### config.mk
export PLATFORM = sky130hd
export DESIGN_NAME = tamper_sec_ctrl
export DESIGN_NICKNAME = d
export VERILOG_FILES = /design/src/rtl/tsc_pkg.sv /design/src/rtl/tsc_lock.sv /design/src/rtl/tsc_detect.sv /design/src/rtl/tsc_state.sv /design/src/rtl/tamper_sec_ctrl.sv
export SDC_FILE = /design/constraint.sdc
export NUM_CORES = 1
export LEC_CHECK = 0
export ABC_AREA = 1
export BUFFER_PORTS_ARGS = -buffer_cell sky130_fd_sc_hd__clkbuf_2
export CAP_MARGIN = 20
export CORE_ASPECT_RATIO = 1.4
export CORE_MARGIN = 5
export CORE_UTILIZATION = 40
export DETAILED_ROUTE_END_ITERATION = 7
export PLACE_DENSITY = 0.89
export SYNTH_ARGS = -nofsm -noshare
export SYNTH_HDL_FRONTEND = slang
export SYNTH_SLANG_ARGS = --single-unit
### constraint.sdc
create_clock -name clk -period 3.6 [get_ports clk]
set_input_delay 0.36 -clock clk [delete_from_list [all_inputs] [get_ports clk]]
set_output_delay 0.36 -clock clk [all_outputs]
set_load 0.05 [all_outputs]
### src/rtl/tsc_pkg.sv
package tsc_pkg;
  localparam int NUM_EVT   = 10;
  localparam int WORD_W    = 32;
  localparam int BIT_VIOL  = 0;
  localparam int BIT_NVAL  = 1;
  localparam int BIT_WERR  = 7;
  localparam int BIT_FHARD = 16;
  localparam int BIT_SOFT  = 29;
  localparam int BIT_HARD  = 30;
  localparam int BIT_IRQEN = 0;

  typedef enum logic [1:0] {
    SEL_TCFG = 2'd0,
    SEL_CTRL = 2'd1,
    SEL_STAT = 2'd2,
    SEL_IRQ  = 2'd3
  } wsel_e;

  // position of event i's detect flag inside the status word
  function automatic int det_pos(input int i);
    if (i < 8) return 16 + i;
    return i - 6;
  endfunction

  function automatic logic [WORD_W-1:0] det_to_word(input logic [NUM_EVT-1:0] det);
    logic [WORD_W-1:0] w;
    w = '0;
    for (int i = 0; i < NUM_EVT; i++) w[det_pos(i)] = det[i];
    return w;
  endfunction

  function automatic logic [NUM_EVT-1:0] word_to_det(input logic [WORD_W-1:0] w);
    logic [NUM_EVT-1:0] m;
    for (int i = 0; i < NUM_EVT; i++) m[i] = w[det_pos(i)];
    return m;
  endfunction
endpackage

### src/rtl/tsc_lock.sv
module tsc_lock (
  input  logic clk,
  input  logic batt_rst_n,
  input  logic sys_rst,
  input  logic set_hard,
  input  logic set_soft,
  input  logic set_fhard,
  output logic hard_lk,
  output logic soft_lk,
  output logic fail_hlk
);
  always_ff @(posedge clk or negedge batt_rst_n) begin
    if (!batt_rst_n) begin
      hard_lk  <= 1'b0;
      soft_lk  <= 1'b0;
      fail_hlk <= 1'b0;
    end else begin
      hard_lk  <= hard_lk | set_hard;
      fail_hlk <= fail_hlk | set_fhard;
      soft_lk  <= sys_rst ? 1'b0 : (soft_lk | set_soft);
    end
  end

  AST_HARD_LOCK_HOLDS: assert property (@(posedge clk) disable iff (!batt_rst_n)
    hard_lk |=> hard_lk);
  AST_FAIL_LOCK_HOLDS: assert property (@(posedge clk) disable iff (!batt_rst_n)
    fail_hlk |=> fail_hlk);
  AST_SOFT_LOCK_DROPS: assert property (@(posedge clk) disable iff (!batt_rst_n)
    sys_rst |=> !soft_lk);
endmodule

### src/rtl/tsc_detect.sv
module tsc_detect #(
  parameter int N = 10
) (
  input  logic         clk,
  input  logic         batt_rst_n,
  input  logic [N-1:0] evt,
  input  logic [N-1:0] clr,
  output logic [N-1:0] det
);
  for (genvar i = 0; i < N; i++) begin : g_flag
    always_ff @(posedge clk or negedge batt_rst_n) begin
      if (!batt_rst_n) det[i] <= 1'b0;
      else             det[i] <= evt[i] | (det[i] & ~clr[i]);
    end

    AST_EVENT_WINS: assert property (@(posedge clk) disable iff (!batt_rst_n)
      evt[i] |=> det[i]);
    AST_FLAG_STICKY: assert property (@(posedge clk) disable iff (!batt_rst_n)
      (det[i] && !clr[i]) |=> det[i]);
  end
endmodule

### src/rtl/tsc_state.sv
module tsc_state (
  input  logic clk,
  input  logic batt_rst_n,
  input  logic sys_rst,
  input  logic trig,
  input  logic clr_viol_wr,
  input  logic clr_nval_wr,
  input  logic cause_clean,
  input  logic fail_hlk,
  output logic nval,
  output logic viol,
  output logic fail_only
);
  logic viol_clear;
  logic nval_clear;
  logic nval_set;

  assign viol_clear = clr_viol_wr & nval & cause_clean;
  assign nval_clear = clr_nval_wr & ~viol;
  assign nval_set   = sys_rst & viol & ~fail_hlk;
  assign fail_only  = viol & ~nval;

  always_ff @(posedge clk or negedge batt_rst_n) begin
    if (!batt_rst_n) begin
      nval <= 1'b1;
      viol <= 1'b0;
    end else begin
      viol <= trig | (viol & ~viol_clear);
      nval <= nval_set | (nval & ~nval_clear);
    end
  end

  AST_VIOL_HAS_CAUSE: assert property (@(posedge clk) disable iff (!batt_rst_n)
    $rose(viol) |-> $past(trig));
  AST_VIOL_EXIT_NVAL: assert property (@(posedge clk) disable iff (!batt_rst_n)
    $fell(viol) |-> $past(nval && cause_clean));
  AST_NVAL_EXIT_SAFE: assert property (@(posedge clk) disable iff (!batt_rst_n)
    $fell(nval) |-> $past(!viol));
  AST_FHL_BLOCKS_NVAL: assert property (@(posedge clk) disable iff (!batt_rst_n)
    (fail_hlk && !nval) |=> !nval);
endmodule

### src/rtl/tamper_sec_ctrl.sv
module tamper_sec_ctrl
  import tsc_pkg::*;
(
  input  logic                clk,
  input  logic                batt_rst_n,
  input  logic                sys_rst,
  input  logic [NUM_EVT-1:0]  evt_i,
  input  logic                wr_en,
  input  logic [1:0]          wr_sel,
  input  logic [WORD_W-1:0]   wr_data,
  output logic [WORD_W-1:0]   status_o,
  output logic [NUM_EVT-1:0]  tamper_en_o,
  output logic [WORD_W-1:0]   ctrl_o,
  output logic                irq_en_o,
  output logic                viol_irq_o,
  output logic                freeze_o
);
  wsel_e              sel;
  logic               hard_lk, soft_lk, fail_hlk;
  logic               nval, viol, fail_only;
  logic               cfg_hit, cfg_ok, cfg_bad, ctl_wr, stat_wr;
  logic               trig, cause_clean, werr;
  logic [NUM_EVT-1:0] det, det_clr;

  assign sel         = wsel_e'(wr_sel);
  assign cfg_hit     = wr_en && (sel == SEL_TCFG);
  assign cfg_ok      = cfg_hit && !(soft_lk || hard_lk || fail_only);
  assign cfg_bad     = cfg_hit && !cfg_ok;
  assign ctl_wr      = wr_en && (sel == SEL_CTRL);
  assign stat_wr     = wr_en && (sel == SEL_STAT) && !fail_only;
  assign det_clr     = stat_wr ? word_to_det(wr_data) : '0;
  assign trig        = |(evt_i & tamper_en_o);
  assign cause_clean = (tamper_en_o == '0) && (det == '0);

  tsc_lock u_lock (
    .clk       (clk),
    .batt_rst_n(batt_rst_n),
    .sys_rst   (sys_rst),
    .set_hard  (ctl_wr & wr_data[BIT_HARD]),
    .set_soft  (ctl_wr & wr_data[BIT_SOFT]),
    .set_fhard (ctl_wr & wr_data[BIT_FHARD]),
    .hard_lk   (hard_lk),
    .soft_lk   (soft_lk),
    .fail_hlk  (fail_hlk)
  );

  tsc_detect #(.N(NUM_EVT)) u_detect (
    .clk       (clk),
    .batt_rst_n(batt_rst_n),
    .evt       (evt_i),
    .clr       (det_clr),
    .det       (det)
  );

  tsc_state u_state (
    .clk        (clk),
    .batt_rst_n (batt_rst_n),
    .sys_rst    (sys_rst),
    .trig       (trig),
    .clr_viol_wr(stat_wr & wr_data[BIT_VIOL]),
    .clr_nval_wr(stat_wr & wr_data[BIT_NVAL]),
    .cause_clean(cause_clean),
    .fail_hlk   (fail_hlk),
    .nval       (nval),
    .viol       (viol),
    .fail_only  (fail_only)
  );

  always_ff @(posedge clk or negedge batt_rst_n) begin
    if (!batt_rst_n) begin
      tamper_en_o <= '0;
      werr        <= 1'b0;
      irq_en_o    <= 1'b0;
    end else begin
      if (cfg_ok) tamper_en_o <= wr_data[NUM_EVT-1:0];
      werr <= cfg_bad | (werr & ~(stat_wr & wr_data[BIT_WERR]));
      if (wr_en && (sel == SEL_IRQ)) irq_en_o <= wr_data[BIT_IRQEN];
    end
  end

  always_comb begin
    status_o           = det_to_word(det);
    status_o[BIT_WERR] = werr;
    status_o[BIT_NVAL] = nval;
    status_o[BIT_VIOL] = viol;
    ctrl_o             = '0;
    ctrl_o[BIT_HARD]   = hard_lk;
    ctrl_o[BIT_SOFT]   = soft_lk;
    ctrl_o[BIT_FHARD]  = fail_hlk;
  end

  assign viol_irq_o = viol & irq_en_o;
  assign freeze_o   = viol;

  AST_CFG_GUARD: assert property (@(posedge clk) disable iff (!batt_rst_n)
    (cfg_hit && (soft_lk || hard_lk || fail_only)) |=> ($stable(tamper_en_o) && status_o[BIT_WERR]));
  AST_FAILONLY_FROZEN: assert property (@(posedge clk) disable iff (!batt_rst_n)
    (wr_en && (sel == SEL_STAT) && fail_only && (evt_i == '0)) |=> $stable(det));
  AST_IRQ_FOLLOWS: assert property (@(posedge clk) disable iff (!batt_rst_n)
    (irq_en_o && freeze_o) |-> viol_irq_o);
endmodule

==> results of run 1 <==
## registers in the layout, indices dropped and copies added, names as in the netlist
| signal | cells |
|---|---|
| u_state.viol | 1 |
| u_detect.det | 10 |
| irq_en_o | 1 |
| werr | 1 |
| tamper_en_o | 10 |
| u_state.nval | 1 |
| u_lock.soft_lk | 1 |
| u_lock.fail_hlk | 1 |
| u_lock.hard_lk | 1 |
## routing by layer
metal  up-vias  track usage  wire length (µm)
met5         -            0                 0
met3         9       0.0310               435
li1        675            -                 -
met2        73        0.242              2000
met1       613        0.135              1260
met4         0       0.0679                99
## placed cells by master (no fill, tap or decap)
cell / count
a21o_1: 6
a21oi_1: 4
a31oi_1: 2
clkbuf_1: 1
clkbuf_2: 64
clkbuf_8: 3
conb_1: 48
dfrtp_1: 26
dfstp_2: 1
inv_1: 18
inv_2: 1
nand2_1: 58
nand2_2: 1
nand2_4: 1
nand3_1: 3
nand3_4: 1
nand4_1: 1
nor2_1: 15
nor2_4: 3
nor3_1: 1
o21ai_0: 13
or2_2: 2
## critical path, delay by kind of cell (launching register included)
| kind | cells | cell delay [ns] |
|---|---|---|
| AO/OA/AOI/OAI | 1 | 0.10 |
| buffers and inverters | 2 | 0.11 |
| flip-flops | 1 | 0.57 |
| AND/OR/NAND/NOR | 3 | 0.67 |
## final cells by class
cell class	instances	area, µm²	area share
timing repair buffer	64	320	0.171
multi-input combinational	159	704	0.376
tap	45	56.3	0.0300
clock buffer	4	45.0	0.0240
inverter	19	71.3	0.0381
sequential	27	677	0.361
## cells by family (layout without fill, tap and decap cells)
| family | count (synthesis) | count (layout) |
|---|---|---|
| buffers and inverters | 75 | 87 |
| other | 1 | 48 |
| AND/OR/NAND/NOR | 86 | 86 |
| AO/OA/AOI/OAI | 25 | 25 |
| flip-flops | 27 | 27 |
## worst min-delay path by stage
| stage | slack [ns] | cells past startpoint | startpoint | endpoint |
|---|---|---|---|---|
| 4_1_cts | 0.13 | 1 | batt_rst_n | u_lock.hard_lk |
| 2_1_floorplan | 0.06 | 0 | batt_rst_n | irq_en_o |
| 3_5_place_dp | 0.43 | 1 | batt_rst_n | u_lock.hard_lk |
| 6_report | 0.11 | 1 | batt_rst_n | irq_en_o |
| 3_3_place_gp | 0.42 | 1 | batt_rst_n | irq_en_o |
| 5_1_grt | 0.17 | 1 | batt_rst_n | u_lock.hard_lk |
## where the power goes
| part | internal, µW | leakage [µW] | switching, µW |
|---|---|---|---|
| clock | 79.3 | 0.0000228 | 92.3 |
| sequential | 309 | 0.000287 | 5.08 |
| combinational | 25.4 | 0.000735 | 166 |
## through the flow
| stage | hold WS, ns | instance area, µm² | utilization |
|---|---|---|---|
| final | 0.113 | 1870 | 0.450 |
| after global routing | 0.168 | 1870 | 0.450 |
| after CTS | 0.131 | 1870 | 0.450 |
| after detailed placement | 0.428 | 1830 | 0.439 |
| after global placement | 0.423 | 1830 | 0.439 |
| after floorplan | 0.0644 | 1880 | - |
==> flow_summary.json, run 1 <==
{
  "num_rows": 28,
  "tightest_slew_ns": 0.686,
  "p_leak_uw": 0.00105,
  "synth_top_family_by_area": "buffers and inverters",
  "ios": 125,
  "hpwlAfterDp_um": 3200,
  "yosys_warnings": 0,
  "dpl.cell_count": 314,
  "reg2reg_to": "u_detect.det[2]",
  "clkSinkCount": 27,
  "slew_headroom": 0.542,
  "grtUsageTotal": 0.131,
  "die_area_um2": 5680,
  "drt-total-wl_um": 3800,
  "gr-total-overflow": 0,
  "finalSetupViolations": 0,
  "period_needed_ns": 1.57,
  "avgRoutedWirePerCell_um": 11.9,
  "cts_tree": "built",
  "critPathArrivalTime_ns": 1.73,
  "io_buffers": 64,
  "avgSynthCellArea_um2": 7.96,
  "dieWidth_um": 65.2,
  "num-nets-final": 322,
  "report.final.slew_viol_count": 0,
  "fillCellCount": 418,
  "setup-tns-final_ns": 0,
  "synthTopCellsByCount": "nand2_1, buf_4, dfrtp_1",
  "yosys.area_share.simple": 0.224,
  "preCtsSetupSlack_ns": 2.05,
  "finalClockSkew_ns": 0.00248,
  "grt_pass1_vias": 1286,
  "cts_made_buffers": 3,
  "timing.fmax_ghz": 0.635,
  "synth_compound_area_frac": 0.0837,
  "crit_end": "u_detect.det[2]",
  "vias": 1370,
  "syn_inst": 214,
  "clk_pin_slew_ns": 0.09,
  "synth-seq-cells": 27,
  "die_h_um": 87.2,
  "synth_top_area_share": 0.382,
  "critPathSlowestCell": "dfstp_2",
  "rsz0062_at_grt": "false",
  "synth-main-ff-cell": "dfrtp_1",
  "drc": 0,
  "final-hold-violation-count": 0,
  "hold_path.class": "primary input to asynchronous set/reset pin",
  "cp_max_fo": 13,
  "synth_area_leaders": "dfrtp_1, buf_4, nand2_1",
  "critPathRequiredTime_ns": 3.76,
  "post_cts_buffers": 0,
  "cts-resized-gates": 0,
  "critPathKind": "flip-flop to flip-flop",
  "cap_violations": 0,
  "synth_xor_area_frac": 0,
  "yosysTopAreaCell": "dfrtp_1",
  "postRouteAntennaNets": 0,
  "cp-startpoint": "u_state.nval",
  "cts_root_buf": "clkbuf_8",
  "antenna_found_initial": 0,
  "via_per_inst": 4.31,
  "gp_congestion": 0.790,
  "fin_ws_ns": 2.03,
  "synthAdderAreaFrac": 0,
  "p_per_area_nw_per_um2": 361,
  "synth_edf_count": 0,
  "synthArstFlopShare": 1.00,
  "synth.most_common_cell": "nand2_1",
  "grt_pass1_wl_um": 5820,
  "worstSkewPairLatency_ns": 0.27,
  "ir_drop_uv": 112,
  "postCtsHoldBufs": 0,
  "cp_cell_sequence": "inv_1 -> nand2_2 -> inv_2 -> nor2_4 -> a21oi_1 -> or2_2",
  "drtIter0Drc": 48,
  "cp-end-kind": "flip-flop",
  "r2r_cells": 6,
  "reg2reg_slack_ns": 2.03,
  "critPathLaunchType": "flip-flop",
  "synth_area_um2": 1700,
  "firstDrtPassIters": 4,
  "final_cells": 318,
  "status": "complete, no violations",
  "htreeDepth": 1,
  "worstReg2RegStart": "u_state.nval",
  "fin_total_pwr_uw": 677,
  "cpPeakStageDelay_ns": 0.57,
  "finalCritPeriodShare": 0.437,
  "synth_cell_types": 21,
  "start_util": 0.409,
  "cts_buffer_depth": 2,
  "synth-seq-area-share": 0.397,
  "core-area_um2": 4170,
  "grt_max_degree": 28,
  "antenna_cells": 0,
  "synth.area.mux_share": 0,
  "synthToLayoutAreaGrowth_pct": 9.99,
  "drive_above_1_share": 0.282
}
No activity file was read; power rests on OpenSTA's default activity.
==> run 2, diff against run 1 <==
CORE_UTILIZATION = 37   (was 40)
PLACE_DENSITY = 0.87   (was 0.89)
clock period = 1.3 ns   (was 3.6 ns; I/O delays follow)
==> run 2 against run 1 <==
Net effect:
- the run now ends with negative setup slack left
- critical path depth is 1 higher
- clock power grew to 2.8 times the previous value
- hold slack worse by 0.088 ns
- via count rose by 4.2%
- clock skew grew 0.00098 ns
- register-to-register slack worse by 2.0 ns
- power increased to 2.8 times the previous value
- die area up 7.0%
- first-iteration DRC count down 42%
- setup slack got worse by 2.0 ns
- global-route usage rose by 0.40 points
- critical path type unchanged
==> flow_summary.json, run 2 (synthesis results as in run 1) <==
{
  "status": "finished, violations left",
  "violations": "negative setup slack",
  "synthToLayoutAreaGrowth_pct": 18.0,
  "fin_ws_ns": -0.0195,
  "postRouteAntennaNets": 0,
  "antenna_cells": 0,
  "finalCritPeriodShare": 1.01,
  "drive_above_1_share": 0.325,
  "p_comb_frac": 0.287,
  "finalSetupViolations": 2,
  "cts_root_buf": "clkbuf_8",
  "critPathKind": "flip-flop to flip-flop",
  "ff_latch_area_um2": 678,
  "cts_buffer_depth": 2,
  "layout_common_cells": "clkbuf_2, nand2_1, conb_1, dfrtp_1, inv_1",
  "worstSkewPairLatency_ns": 0.27,
  "dieWidth_um": 67.4,
  "preCtsSetupSlack_ns": -0.0341,
  "rsz0062_at_grt": "true",
  "grt_pass1_vias": 1433,
  "pwr-share-clk": 0.256,
  "period_needed_ns": 1.32,
  "num-nets-final": 332,
  "drc": 0,
  "cts_made_buffers": 3,
  "post_cts_buffers": 0,
  "die_h_um": 90.3,
  "vias": 1428,
  "via_per_inst": 4.14,
  "finalClockSkew_ns": 0.00346,
  "firstDrtPassIters": 4,
  "report.final.slew_viol_count": 0,
  "timing.fmax_ghz": 0.758,
  "reg_top3": "tamper_en_o: 10 flops, u_detect.det: 10 flops",
  "grtUsageTotal": 0.135,
  "cp_max_fo": 8,
  "io_buffers": 64,
  "p_leak_uw": 0.00110,
  "hold_path.class": "primary input to flip-flop",
  "clkSinkCount": 27,
  "fin_total_pwr_uw": 1900,
  "cell_internal_pwr_uw": 1150,
  "swShare": 0.396,
  "ios": 125,
  "num_rows": 29,
  "avgRoutedWirePerCell_um": 12.0,
  "final_common_cell": "clkbuf_2",
  "htreeDepth": 1,
  "multiInputGateArea_um2": 731,
  "clk_pin_slew_ns": 0.10,
  "antenna_found_initial": 0,
  "cap_violations": 0,
  "seq_power_share": 0.457,
  "critPathArrivalTime_ns": 1.49,
  "start_util": 0.379,
  "gp_congestion": 0.828,
  "final-hold-violation-count": 0,
  "drtIter0Drc": 28,
  "cts_tree": "built",
  "ir_drop_uv": 395,
  "grt_max_degree": 28,
  "fillCellCount": 463,
  "p_per_area_nw_per_um2": 946,
  "hpwlAfterDp_um": 3370,
  "grt_pass1_wl_um": 6350,
  "gr-total-overflow": 0,
  "cp-end-kind": "flip-flop",
  "drt-total-wl_um": 4150,
  "critPathRequiredTime_ns": 1.47,
  "critPathLaunchType": "flip-flop",
  "core-area_um2": 4500,
  "p_sw_uw": 754,
  "die_area_um2": 6080
}
-- run 2: what timing repair did --
| action | in CTS | in global routing |
|---|---|---|
| hold buffers | 1 | 0 |
| endpoints found under the setup margin | 19 | 23 |
| cloned | 1 | 0 |
| pin swaps | 2 | 1 |
| hold endpoints to repair | 26 | 0 |
| resized for setup | 12 | 10 |
-- run 2: power groups by stage --
| stage | registers (µW) | logic [µW] | clock network [µW] |
|---|---|---|---|
| after global placement | 884 | 531 | 0 |
| after CTS | 869 | 540 | 497 |
| after floorplan | 933 | 484 | 0 |
| after global routing | 872 | 576 | 541 |
| after detailed placement | 885 | 533 | 0 |
| final | 869 | 547 | 486 |
-- run 2: per-stage QoR --
| step | cells | hold slack [ns] | instance area (µm²) | TNS (ns) | util |
|---|---|---|---|---|---|
| 2_1_floorplan | 261 | -0.166 | 1880 | 0 | - |
| 3_3_place_gp | 339 | 0.144 | 1910 | -0.143 | 0.425 |
| 3_5_place_dp | 339 | 0.149 | 1910 | -0.162 | 0.425 |
| 4_1_cts | 345 | 0.0167 | 2000 | -0.109 | 0.444 |
| 5_1_grt | 345 | 0.0218 | 2010 | -1.48 | 0.447 |
| 6_report | 345 | 0.0246 | 2010 | -0.0234 | 0.447 |
-- run 2: layout make-up --
type / count / area share
timing repair buffer: 73 / 0.202
clock buffer: 3 / 0.0205
clock inverter: 1 / 0.00249
sequential: 27 / 0.337
tap: 62 / 0.0386
inverter: 19 / 0.0355
multi-input combinational: 160 / 0.363
-- run 2: critical path, cell delays in order (launching register included) --
cell and delay, ns:
dfstp_2 0.55, inv_2 0.03, nand2_2 0.06, buf_4 0.11
nand3_4 0.10, buf_6 0.16, o21ai_0 0.14, nand2_1 0.06
-- run 2: path summary, 6_finish.rpt --
check | startpoint | endpoint | slack, ns | cells past startpoint
setup / recovery | u_state.nval | tamper_en_o[2] | -0.02 | 7
hold / removal | sys_rst | u_lock.soft_lk | 0.02 | 2
setup reg to reg | u_state.nval | tamper_en_o[2] | -0.02 | 7
hold reg to reg | werr | werr | 0.48 | 2
max in group asynchronous | batt_rst_n | u_state.nval | 0.61 | 3
min in group asynchronous | batt_rst_n | werr | 0.38 | 3
-- run 2: metal layers --
layer	vias to the layer above	wire, µm	part of all wire	track usage
met2	81	2250	0.54	0.255
li1	696	-	-	-
met3	16	402	0.097	0.0361
met1	635	1380	0.33	0.128
met4	0	121	0.029	0.0609
met5	-	0	0	0
==> run 3, diff against run 2 <==
ABC_AREA = default   (was 1)
CORE_UTILIZATION = 36   (was 37)
PLACE_DENSITY = 0.75   (was 0.87)
==> run 3 against run 2 <==
Net effect:
- via count is 13% lower
- combinational power grew to 3.0 times the previous value
- largest cell class unchanged
- setup slack got worse by 0.26 ns
- the flow still finishes with violations (negative setup slack)
- clock skew increased by 0.0020 ns
- sequential cell count stayed put
- power increased by 70%
- sequential power is 25% higher
- sequential share of layout area decreased by 0.85 points
- cell count decreased by 13%
==> flow_summary.json, run 3 <==
{
  "status": "finished, violations left",
  "violations": "negative setup slack",
  "cts_made_buffers": 3,
  "critPathKind": "flip-flop to flip-flop",
  "critPathSlowestCell": "dfstp_2",
  "die_h_um": 89.5,
  "synth_edf_count": 0,
  "vias": 1236,
  "num_rows": 29,
  "critPathArrivalTime_ns": 1.75,
  "worstSkewPairLatency_ns": 0.28,
  "start_util": 0.364,
  "p_leak_uw": 0.00110,
  "drc": 0,
  "yosys_warnings": 0,
  "cts_tree": "built",
  "synth-main-ff-cell": "dfrtp_1",
  "clk_pin_slew_ns": 0.10,
  "synth_cell_types": 29,
  "layout_common_cells": "clkbuf_2, conb_1, buf_4, dfrtp_1, nand2_1",
  "clkSinkCount": 27,
  "finalSetupViolations": 12,
  "avgRoutedWirePerCell_um": 14.1,
  "gp_congestion": 0.767,
  "synth.most_common_cell": "buf_4",
  "grt_max_degree": 28,
  "critPathLaunchType": "flip-flop",
  "synth-seq-cells": 27,
  "htreeDepth": 1,
  "synthToLayoutAreaGrowth_pct": 28.2,
  "drive_above_1_share": 0.502,
  "cp_max_fo": 5,
  "grt_pass1_wl_um": 6230,
  "ios": 125,
  "gr-total-overflow": 0,
  "drtIter0Drc": 33,
  "num-nets-final": 286,
  "via_per_inst": 4.13,
  "p_per_area_nw_per_um2": 1550,
  "avgSynthCellArea_um2": 10.7,
  "io_buffers": 64,
  "firstDrtPassIters": 4,
  "crit_family": "simple AND/OR/NAND/NOR gates",
  "antenna_found_initial": 0,
  "synthTopCellsByCount": "buf_4, dfrtp_1, nand2_1",
  "period_needed_ns": 1.58,
  "ir_drop_uv": 830,
  "syn_inst": 152,
  "cp_cell_sequence": "nor2b_4 -> or3_4 -> nand2b_4 -> mux2_4",
  "antenna_cells": 0,
  "preCtsSetupSlack_ns": -0.295,
  "drt-total-wl_um": 4230,
  "synth-seq-area-share": 0.417,
  "report.final.slew_viol_count": 0,
  "final_common_cell": "clkbuf_2",
  "timing.fmax_ghz": 0.631,
  "cts_root_buf": "clkbuf_8",
  "rsz0062_at_grt": "true",
  "fin_ws_ns": -0.284,
  "postPlaceCellArea_um2": 1960,
  "grt_pass1_vias": 1264,
  "cpPeakStageDelay_ns": 0.56,
  "core-area_um2": 4460,
  "reg_top3": "tamper_en_o: 10 flops, u_detect.det: 10 flops",
  "synth_top_area_share": 0.401,
  "fin_area_um2": 2080,
  "hpwlAfterDp_um": 3460,
  "synthArstFlopShare": 1.00,
  "cap_violations": 0,
  "path_buf_inv": 0,
  "yosysTopAreaCell": "dfrtp_1",
  "synth_area_um2": 1620,
  "cts_buffer_depth": 2,
  "dieWidth_um": 66.8,
  "cp-end-kind": "flip-flop",
  "finalCritPeriodShare": 1.22,
  "grtUsageTotal": 0.140,
  "final-hold-violation-count": 0,
  "postRouteAntennaNets": 0,
  "synth_area_leaders": "dfrtp_1, buf_4, mux2_4",
  "critPathRequiredTime_ns": 1.46,
  "finalHoldWorstSlack_ns": 0.0175,
  "die_area_um2": 5970,
  "hold_path.class": "primary input to flip-flop",
  "setup-tns-final_ns": -3.07,
  "finalClockSkew_ns": 0.00546
}
## run 3: changes by cell type after synthesis, moves of 3 or more
cell	before	now
a21oi_1	4	1
a22oi_1	0	4
a21o_1	6	12
nor2_4	3	0
mux2_4	0	10
o21ai_0	13	2
nor2_1	15	4
inv_1	18	1
nand2_1	58	16
or4_1	0	4
## run 3: worst register-to-register path, cell delays in order (launching register included)
cell and delay (ns):
dfstp_2 0.56, nor2b_4 0.04, or3_4 0.35, nand2b_4 0.20, mux2_4 0.32
## run 3: logic make-up (layout without fill, tap and decap cells)
family                 count (synthesis)  in the layout  share of synthesized area
other                                  1             48                    0.00231
buffers and inverters                 57             94                      0.262
flip-flops                            27             27                      0.417
AND/OR/NAND/NOR                       34             35                      0.119
AO/OA/AOI/OAI                         22             22                      0.100
multiplexers                          11             11                     0.0994
## run 3: worst paths after layout
check / cells after the start / startpoint / to / slack, ns
worst max-delay path: 4 / u_state.nval / tamper_en_o[5] / -0.28
worst min-delay path: 2 / sys_rst / u_lock.soft_lk / 0.02
worst max register to register: 4 / u_state.nval / tamper_en_o[5] / -0.28
worst min register to register: 1 / u_lock.fail_hlk / u_state.nval / 0.46
max in group asynchronous: 3 / batt_rst_n / u_state.nval / 0.61
min in group asynchronous: 3 / batt_rst_n / tamper_en_o[3] / 0.38
## run 3: final cells by class
| type | count | area, µm² |
|---|---|---|
| well taps | 62 | 77.6 |
| flip-flops and latches | 27 | 684 |
| clock inverters | 1 | 5.00 |
| inverters | 1 | 3.75 |
| multi-input cells | 116 | 732 |
| repair buffers | 89 | 538 |
| fillers | 451 | 2380 |
| clock buffers | 3 | 41.3 |
## run 3: report_power, final
group / internal (µW) / total [µW] / switching (µW)
combinational: 506 / 1650 / 1140
clock: 215 / 486 / 271
sequential: 987 / 1090 / 106
## run 3: timing repair
item	in CTS	in global routing
setup buffers	1	0
endpoints found under the setup margin	14	24
hold buffers	1	0
pin swaps	0	2
resized for setup	7	8
gates cloned	1	0
endpoints found under the hold margin	26	0
## run 3: metrics by stage
| step | std cells | utilization | power, µW |
|---|---|---|---|
| floorplan | 199 | - | 2330 |
| global placement | 293 | 0.440 | 2680 |
| detailed placement | 293 | 0.440 | 2710 |
| CTS | 300 | 0.463 | 3220 |
| global route | 299 | 0.466 | 3360 |
| finish | 299 | 0.466 | 3230 |
## run 3: routing by layer
metal | GRT usage | share of wire
met1 | 0.161 | 0.37
met2 | 0.257 | 0.51
met3 | 0.0289 | 0.11
met4 | 0.0444 | 0.012
met5 | 0 | 0
